==> src/rtl/irq_tgt_pkg.sv <==
package irq_tgt_pkg;
    localparam int LANES      = 4;
    localparam int PRIV_WORDS = 8;
    localparam int PRIV_IRQS  = 32;

    function automatic logic [7:0] cpu_bit(input logic [2:0] cpu);
        return 8'(1) << cpu;
    endfunction
endpackage

==> src/rtl/irq_tgt_access.sv <==
module irq_tgt_access #(
    parameter int NUM_IRQ = 64
) (
    input  logic [7:0]         req_idx,
    input  logic               req_secure,
    input  logic               sec_en,
    input  logic [NUM_IRQ-1:0] irq_grp_sec,
    input  logic [NUM_IRQ-1:0] irq_ns_ok,
    output logic               idx_impl,
    output logic               idx_priv,
    output logic [3:0]         lane_ok
);
    import irq_tgt_pkg::*;
    localparam int ID_W = $clog2(NUM_IRQ);
    localparam logic [8:0] WORDS_V = 9'(NUM_IRQ / LANES);

    always_comb begin
        logic [ID_W-1:0] id;
        idx_impl = ({1'b0, req_idx} < WORDS_V);
        idx_priv = (req_idx < 8'(PRIV_WORDS));
        for (int b = 0; b < LANES; b++) begin
            id = ID_W'({req_idx, 2'(b)});
            lane_ok[b] = idx_impl &&
                         !(sec_en && !req_secure && irq_grp_sec[id] && !irq_ns_ok[id]);
        end
    end
endmodule

==> src/rtl/irq_tgt_store.sv <==
module irq_tgt_store #(
    parameter int NUM_CPU = 4,
    parameter int NUM_IRQ = 64
) (
    input  logic                  clk,
    input  logic                  rst_n,
    input  logic                  wr_en,
    input  logic [7:0]            wr_idx,
    input  logic [3:0]            wr_lane,
    input  logic [31:0]           wr_data,
    output logic [NUM_IRQ-33:0][7:0] spi_tgt
);
    import irq_tgt_pkg::*;
    localparam int NUM_SPI = NUM_IRQ - PRIV_IRQS;
    localparam int ID_W    = $clog2(NUM_IRQ);
    localparam int SPI_W   = $clog2(NUM_SPI);
    localparam logic [7:0] CPU_MASK = 8'((1 << NUM_CPU) - 1);

    typedef struct packed {
        logic [NUM_SPI-1:0][7:0] tgt;
    } store_t;

    store_t st_d, st_q;

    always_comb begin
        logic [ID_W-1:0] id;
        st_d = st_q;
        for (int b = 0; b < LANES; b++) begin
            id = ID_W'({wr_idx, 2'(b)});
            if (wr_en && wr_lane[b])
                st_d.tgt[SPI_W'(id - ID_W'(PRIV_IRQS))] = wr_data[8*b +: 8] & CPU_MASK;
        end
    end

    always_ff @(posedge clk or negedge rst_n) begin
        if (!rst_n) st_q <= '0;
        else        st_q <= st_d;
    end

    assign spi_tgt = st_q.tgt;

    a_r2_idle_hold: assert property (@(posedge clk) disable iff (!rst_n)
        !wr_en |=> $stable(spi_tgt));
endmodule

==> src/rtl/irq_tgt_read.sv <==
module irq_tgt_read #(
    parameter int NUM_CPU = 4,
    parameter int NUM_IRQ = 64
) (
    input  logic                     clk,
    input  logic                     rst_n,
    input  logic                     rd_req,
    input  logic [7:0]               req_idx,
    input  logic [2:0]               req_cpu,
    input  logic                     idx_impl,
    input  logic                     idx_priv,
    input  logic [3:0]               lane_ok,
    input  logic [NUM_IRQ-33:0][7:0] spi_tgt,
    output logic                     rd_valid,
    output logic [31:0]              rd_data
);
    import irq_tgt_pkg::*;
    localparam int NUM_SPI = NUM_IRQ - PRIV_IRQS;
    localparam int ID_W    = $clog2(NUM_IRQ);
    localparam int SPI_W   = $clog2(NUM_SPI);
    localparam logic [7:0] CPU_MASK = 8'((1 << NUM_CPU) - 1);

    typedef struct packed {
        logic        valid;
        logic [31:0] data;
    } rd_t;

    rd_t rd_d, rd_q;

    always_comb begin
        logic [ID_W-1:0] id;
        rd_d       = '0;
        rd_d.valid = rd_req;
        for (int b = 0; b < LANES; b++) begin
            id = ID_W'({req_idx, 2'(b)});
            if (rd_req && (NUM_CPU > 1) && idx_impl && lane_ok[b]) begin
                if (idx_priv) rd_d.data[8*b +: 8] = cpu_bit(req_cpu) & CPU_MASK;
                else          rd_d.data[8*b +: 8] = spi_tgt[SPI_W'(id - ID_W'(PRIV_IRQS))];
            end
        end
    end

    always_ff @(posedge clk or negedge rst_n) begin
        if (!rst_n) rd_q <= '0;
        else        rd_q <= rd_d;
    end

    assign rd_valid = rd_q.valid;
    assign rd_data  = rd_q.data;

    a_r4_read_next_cycle: assert property (@(posedge clk) disable iff (!rst_n)
        rd_req |=> rd_valid);
    a_r4_no_unasked_data: assert property (@(posedge clk) disable iff (!rst_n)
        rd_valid |-> $past(rd_req));
    a_r5_unimpl_zero: assert property (@(posedge clk) disable iff (!rst_n)
        (rd_req && !idx_impl) |=> (rd_data == 32'd0));
endmodule

==> src/rtl/irq_tgt_route.sv <==
module irq_tgt_route #(
    parameter int NUM_CPU = 4,
    parameter int NUM_IRQ = 64
) (
    input  logic                       clk,
    input  logic                       rst_n,
    input  logic [NUM_IRQ-1:0]         irq_pending,
    input  logic [NUM_IRQ-1:0]         irq_active,
    input  logic [NUM_IRQ-33:0][7:0]   spi_tgt,
    output logic [NUM_CPU*NUM_IRQ-1:0] iface_pend
);
    import irq_tgt_pkg::*;
    localparam int NUM_SPI = NUM_IRQ - PRIV_IRQS;
    localparam int SPI_W   = $clog2(NUM_SPI);

    typedef struct packed {
        logic [NUM_CPU*NUM_IRQ-1:0] pend;
    } route_t;

    route_t rt_d, rt_q;

    always_comb begin
        logic [NUM_IRQ-1:0] eff;
        eff  = irq_pending & ~irq_active;
        rt_d = '0;
        for (int c = 0; c < NUM_CPU; c++) begin
            for (int m = 0; m < PRIV_IRQS; m++)
                rt_d.pend[c*NUM_IRQ + m] = eff[m] && (c == 0 || NUM_CPU > 1);
            for (int m = PRIV_IRQS; m < NUM_IRQ; m++) begin
                if (NUM_CPU == 1)
                    rt_d.pend[c*NUM_IRQ + m] = eff[m];
                else
                    rt_d.pend[c*NUM_IRQ + m] = eff[m] &&
                        (|(spi_tgt[SPI_W'(m - PRIV_IRQS)] & cpu_bit(3'(c))));
            end
        end
    end

    always_ff @(posedge clk or negedge rst_n) begin
        if (!rst_n) rt_q <= '0;
        else        rt_q <= rt_d;
    end

    assign iface_pend = rt_q.pend;

    for (genvar c = 0; c < NUM_CPU; c++) begin : g_chk
        a_r7_active_silent: assert property (@(posedge clk) disable iff (!rst_n)
            1'b1 |=> ((iface_pend[c*NUM_IRQ +: NUM_IRQ] & $past(irq_active)) == '0));
        a_r6_needs_pending: assert property (@(posedge clk) disable iff (!rst_n)
            1'b1 |=> ((iface_pend[c*NUM_IRQ +: NUM_IRQ] & ~$past(irq_pending)) == '0));
        a_r8_private_all: assert property (@(posedge clk) disable iff (!rst_n)
            1'b1 |=> (iface_pend[c*NUM_IRQ +: PRIV_IRQS] ==
                      $past(irq_pending[PRIV_IRQS-1:0] & ~irq_active[PRIV_IRQS-1:0])));
    end
endmodule

==> src/rtl/irq_target_bank.sv <==
module irq_target_bank #(
    parameter int NUM_CPU = 4,
    parameter int NUM_IRQ = 64
) (
    input  logic                       clk,
    input  logic                       rst_n,
    input  logic                       req_valid,
    input  logic                       req_write,
    input  logic [7:0]                 req_idx,
    input  logic [3:0]                 req_be,
    input  logic [31:0]                req_wdata,
    input  logic [2:0]                 req_cpu,
    input  logic                       req_secure,
    input  logic                       sec_en,
    input  logic [NUM_IRQ-1:0]         irq_grp_sec,
    input  logic [NUM_IRQ-1:0]         irq_ns_ok,
    input  logic [NUM_IRQ-1:0]         irq_pending,
    input  logic [NUM_IRQ-1:0]         irq_active,
    output logic                       rd_valid,
    output logic [31:0]                rd_data,
    output logic [NUM_CPU*NUM_IRQ-1:0] iface_pend
);
    import irq_tgt_pkg::*;

    logic                     idx_impl, idx_priv, wr_en;
    logic [3:0]               lane_ok;
    logic [NUM_IRQ-33:0][7:0] spi_tgt;

    irq_tgt_access #(.NUM_IRQ(NUM_IRQ)) u_access (
        .req_idx(req_idx), .req_secure(req_secure), .sec_en(sec_en),
        .irq_grp_sec(irq_grp_sec), .irq_ns_ok(irq_ns_ok),
        .idx_impl(idx_impl), .idx_priv(idx_priv), .lane_ok(lane_ok)
    );

    assign wr_en = req_valid && req_write && idx_impl && !idx_priv && (NUM_CPU > 1);

    irq_tgt_store #(.NUM_CPU(NUM_CPU), .NUM_IRQ(NUM_IRQ)) u_store (
        .clk(clk), .rst_n(rst_n), .wr_en(wr_en), .wr_idx(req_idx),
        .wr_lane(req_be & lane_ok), .wr_data(req_wdata), .spi_tgt(spi_tgt)
    );

    irq_tgt_read #(.NUM_CPU(NUM_CPU), .NUM_IRQ(NUM_IRQ)) u_read (
        .clk(clk), .rst_n(rst_n), .rd_req(req_valid && !req_write),
        .req_idx(req_idx), .req_cpu(req_cpu), .idx_impl(idx_impl),
        .idx_priv(idx_priv), .lane_ok(lane_ok), .spi_tgt(spi_tgt),
        .rd_valid(rd_valid), .rd_data(rd_data)
    );

    irq_tgt_route #(.NUM_CPU(NUM_CPU), .NUM_IRQ(NUM_IRQ)) u_route (
        .clk(clk), .rst_n(rst_n), .irq_pending(irq_pending),
        .irq_active(irq_active), .spi_tgt(spi_tgt), .iface_pend(iface_pend)
    );

    a_r3_priv_write_ignored: assert property (@(posedge clk) disable iff (!rst_n)
        (req_valid && req_write && idx_priv) |=> $stable(spi_tgt));

    if (NUM_CPU == 1) begin : g_solo
        a_r10_solo_reads_zero: assert property (@(posedge clk) disable iff (!rst_n)
            rd_valid |-> (rd_data == 32'd0));
    end
endmodule

==> config.mk <==
export PLATFORM = sky130hd
export DESIGN_NAME = irq_target_bank
export DESIGN_NICKNAME = d
export VERILOG_FILES = /design/src/rtl/irq_tgt_pkg.sv /design/src/rtl/irq_tgt_access.sv /design/src/rtl/irq_tgt_store.sv /design/src/rtl/irq_tgt_read.sv /design/src/rtl/irq_tgt_route.sv /design/src/rtl/irq_target_bank.sv
export SDC_FILE = /design/constraint.sdc
export NUM_CORES = 1
export LEC_CHECK = 0
export BUFFER_PORTS_ARGS = -buffer_cell sky130_fd_sc_hd__buf_2
export CORE_AREA = 2 2 234 236
export DETAILED_ROUTE_END_ITERATION = 6
export DIE_AREA = 0 0 236 238
export PLACE_DENSITY = 0.53
export SETUP_SLACK_MARGIN = 0.2
export SYNTH_ARGS = -nofsm -noshare
export SYNTH_HDL_FRONTEND = slang
export SYNTH_SLANG_ARGS = --single-unit
export TNS_END_PERCENT = 50
==> constraint.sdc <==
create_clock -name clk -period 2.5 [get_ports clk]
set_input_delay 0.25 -clock clk [delete_from_list [all_inputs] [get_ports clk]]
set_output_delay 0.25 -clock clk [all_outputs]
set_load 0.005 [all_outputs]
# --- Yosys cells after proc, flatten, opt, wreduce, memory -nomap -nowiden ---
# Index checks and enable logic that the tools add are counted.
totals:
  regBits: 481
  out_inout_bits: 289
  elab_cells: 210
op_classes:
  n_addsub: 4
  magnitude_cmp: 14
  shifts: 1
  mux: 48
  bitwise_logic: 3
  n_reduce_logical: 105
ops:
  columns: ["operator", "n"]
  rows:
  - ["256-bit bitwise mux", 4]
  - ["256-bit two-way mux", 4]
  - ["8-bit binary-select mux with 5-bit select", 4]
  - ["8-bit demux with 5-bit select", 4]
  - ["8-bit two-way mux", 16]
  - ["1-bit logical AND", 94]
  - ["48-bit bitwise AND", 1]
  - ["48-bit inverter", 1]
  - ["1-bit binary-select mux with 4-bit select", 8]
  - ["6-bit by 7-bit less-than comparator with 1-bit output, second input constant", 4]
  - ["5-bit by 6-bit less-than comparator with 1-bit output, second input constant", 4]
  - ["5-bit by 1-bit greater-or-equal comparator with 1-bit output, second input constant", 4]
  - ["5-bit by 1-bit subtractor with 5-bit output, second input constant", 4]
  - ["1-bit logical NOT", 11]
  - ["8-bit by 4-bit less-than comparator with 1-bit output, second input constant", 1]
  - ["8-bit by 5-bit less-than comparator with 1-bit output, second input constant", 1]
  - ["1-bit two-way mux", 8]
  - ["4-bit bitwise AND", 1]
  - ["1-bit by 3-bit left shift with 4-bit output, first input constant", 1]

# --- Longest topological paths before layout ---
logic_depth:
  ltp_word: 15
  ltp_mapped: 11
  mapped_depth_nobuf: 6

# --- By module ---
# A second synthesis with hierarchy kept.
unflattened:
  hier_cells: 1217
  area_unflattened_um2: 14253.7
by_module_without_submodules:
  columns: ["module", "n_inst", "cells_each", "area_each_um2", "seq_area_each_um2"]
  rows:
  - ["irq_tgt_store", 1, 432, 5836.8, 3203.1]
  - ["irq_tgt_route", 1, 353, 4367.9, 2402.3]
  - ["irq_tgt_read", 1, 286, 3166.8, 825.8]
  - ["irq_tgt_access", 1, 140, 840.8, 0.0]
  - ["irq_target_bank", 1, 6, 41.3, 0.0]

# --- Worst setup path after synthesis ---
# OpenSTA, ideal clock, no wires.
synth_path:
  path_type: "input to register"
  startpoint: "in req_idx[1]"
  endpoint: "reg u_store.st_q, in the netlist u_store.spi_tgt[0]"
  setup_ns: 0.128
  arrival_time_ns: 1.955
  setup_slack_ns: 0.418
  path_stages: 6
  n_path_buf: 0
  path_cell_list: "inv_2 > mux4_2 > o211a_1 > o211ai_4 > nor2_4 > mux2_1"
synth_via:
  elab_chain_cells: 15
  elab_cells_between_ends: 78
synth_rtl:
  columns: ["element", "line_no", "rtl"]
  rows:
  - ["start: declaration", "irq_target_bank.sv:9", "input logic [7:0] req_idx,"]
  - ["branches (longest 14 deep; another with 5-bit by 6-bit less-than comparator with 1-bit output)", null, null]
  - ["256-bit two-way mux (*)", "irq_tgt_store.sv:30", "if (wr_en && wr_lane[b])"]
  - ["end signal: assignment", "irq_tgt_store.sv:37", "else st_q <= st_d;"]
  - ["end: declaration", "irq_tgt_store.sv:23", "store_t st_d, st_q;"]
# Mark *: on every way between the ends. The select of a mux whose other input is x is not followed.

==> impl_results.md <==
* Status: complete, no violations
* Cells on worst reg2reg path at 4
* Commonest non-fill, non-tap cell in the layout: buf_2
* Post-route setup slack at 0.2483 ns
* Design Area, Final at 0.01628 mm²
* Share of layout cells above drive strength 1 at 44.72%
* RSZ-0062 raised after global routing: no
* Mapped Cells at 998
* Worst Hold Depth at 3
* Wire length per cell at 19.06 µm
* Via/cell ratio at 4.191
* CP Capture Type: flop
* Async S/R FF share, synth at 100.0%
* Max VDD drop at 0.5378 mV
* Wl on met1 at 16640 µm
* PwrDens at 556.8 mW/mm²
* Leak at 8.642 nW
* HPWL after DPL at 33530 µm
* Crit-path max FO at 22
* Final non-filler cell total at 2240
* Worst path bufs/invs at 4
* Postcts setup bufs at 0
* Overflow after GRT at 0
* Min Tclk post-route at 2.252 ns
* DP Worst Slack at -0.2826 ns
* DRC viols at 0
* Die Y at 238 µm
* Met2 WL at 21340 µm
* Antenna viol nets, final at 0
* Part of the Yosys area used for sequential elements at 50.89%
* Worst Clk Skew at 0.009083 ns
* Total Wirelength at 42710 µm
* First-pass GRT wire length at 61840 µm
* GPL Wtd Cong at 0.8763
* Startpoint type of the worst setup path: primary input
* Total clock buffers created by CTS at 28
* EDFF count, synth at 0
* Initial antenna violation count at 3
* Crit path arrival time at 2.68 ns
* Largest net degree at the start of global routing at 75
* Worst-Margin Slew at 0.6802 ns
* Post-synth top flop: dfrtp_1
* Clock Path Buffers at 3
* Critical Path RT at 2.93 ns
* Met3 WL post-DR at 3287 µm
* Distinct cells, synth at 54
* Vias at 9388
* Finish-stage setup viols at 0
* Top Metal Used: met5
* Synth Cell Area at 0.01190 mm²
* Hold Crit Class: in2reg
* I/O Pins at 598
* Placed cell areas at 0.01462 mm²
* Worst-path clk slew at 0.06 ns
* Vias in the first global route at 9813
* Synth Register Bits at 242
* Commonest non-fill, non-tap cells in the layout: 472 x buf_2, 242 x dfrtp_1, 77 x conb_1, 77 x dlygate4sd3_1
* Worst path depth at 9
* Area Growth Syn to Fin at 36.78%
* Die area at 0.05617 mm²
* Final Net Count at 1832
* Crit path max-delay family: simple AND/OR/NAND/NOR gates
* Worst path cell trace: buf_2 > buf_4 > buf_4 > and3b_1 > a222oi_1 > or4_1 > a21oi_1 > buf_4 > a211oi_1
* Slew Limit Fails at 0
* Max-cap viol count at 0
* Hold Fails Final Rpt at 0
* Kind of critical path: in2reg
* Row count at 85
* 1st-pass router iterations at 5
* Core Area at 0.05350 mm²
* Starting density of the core at 22.24%
* CP max-delay cell: and3b_1
* CTS H-tree depth at 1
* Clk Latency, worst-skew pair at 0.56 ns
* Num Clock Sinks at 242
* CTS tree: built
* Tcrit/Tclk final at 90.07%
* Max Freq at 444.1 MHz
* Die X-Extent at 236 µm
* CP dominant cell by count: buf_4
* Port buffer count at 473
* Root buffer cell: clkbuf_16
* Total GRT Usage at 14.75%
* Warnings, synthesis at 0
* Setup TNS at 0 ns
* Cells after DPL at 2112
* Mapped Avg Cell Area at 11.92 µm²
* Initial DRC Count at 434
* Relative slew slack at 54.43%
* Crit-path max cell delay at 0.56 ns
==> final cells by class <==
cell class	instances	area (µm²)
Antenna cell	1	2.502
Clock inverter	8	68.82
Fill cell	5505	37220
Timing Repair Buffer	623	3784
Sequential cell	242	6056
Tap cell	696	870.8
Clock buffer	42	814.5
Inverter	5	18.77
Multi-Input combinational cell	623	4661
==> sequential cells by signal, summed over array words and instances, names as in the netlist <==
register	count
u_read.rd_data	17
u_read.rd_valid	1
u_route.iface_pend	96
u_store.spi_tgt	128
==> worst min-delay path: stages <==
cell     delay, ns
buf_2         0.08
nor2b_1       0.07
and2_1        0.16
==> final timing paths <==
path / start / to / slack, ns
setup reg to reg: u_store.spi_tgt[121] / u_read.rd_data[25] / 1.02
hold reg to reg: u_store.spi_tgt[249] / u_store.spi_tgt[249] / 0.49
hold / removal: irq_active[39] / u_route.iface_pend[167] / 0.03
setup / recovery: req_idx[1] / u_read.rd_data[25] / 0.25
min in group asynchronous: rst_n / u_route.iface_pend[111] / 0.26
max in group asynchronous: rst_n / u_store.spi_tgt[179] / 1.42
==> cells in the mapped netlist (all sizes together) (5+ instances only) <==
library cell  number  share of area [%]
a21oi             13               0.55
a221oi            11               0.81
a22oi             11               0.69
and2              68                3.6
and3b              8               0.59
buf              194                 12
clkbuf            10               0.32
dfrtp            242                 51
inv                5               0.16
mux2             132                 12
mux2i             15                1.3
mux4               7                1.3
nand2             15               0.49
nand2b            26                1.4
nand4              7               0.37
nor2              47                2.5
nor2b             55                2.9
nor3              15               0.63
nor3b             12               0.80
o21ai             19               0.80
o22ai             32                1.7
==> stage by stage <==
step,hold slack [ns],util (%),power [W]
detailed placement,0.2776,27.32,0.005091
global route,0.02763,30.42,0.009495
global placement,0.2773,27.32,0.005085
floorplan,-0.04559,-,0.004622
CTS,0.006657,30.42,0.009248
finish,0.03361,30.42,0.009062
==> where the power goes <==
part	internal [W]	switching, W
Sequential	0.00398	0.0000523
Clock	0.00234	0.00163
Combinational	0.000516	0.000556
Total	0.00683	0.00223
==> repair_timing <==
action | in CTS | in global routing
endpoints found under the setup margin | 0 | 28
hold endpoints to repair | 145 | 0
gates resized for setup | 0 | 1
hold buffers | 77 | 0
==> per-layer routing <==
layer,vias up,track usage [%]
met5,-,0
met4,2,5.443
met3,57,3.783
met2,454,26.41
met1,4570,16.92
li1,4305,-
==> logic make-up (layout without fill, tap and decap cells) <==
| logic type | after synthesis | after routing | share of synthesized area (%) |
|---|---|---|---|
| and+or+nand+nor | 272 | 272 | 14.33 |
| muxes | 154 | 154 | 15.08 |
| other | 1 | 78 | 0.03152 |
| DFF | 242 | 242 | 50.89 |
| buffers and inverters | 209 | 678 | 12.40 |
| AOI/OAI and AO/OA | 120 | 120 | 7.266 |
Note: power is estimated with default switching activity, not from simulation.
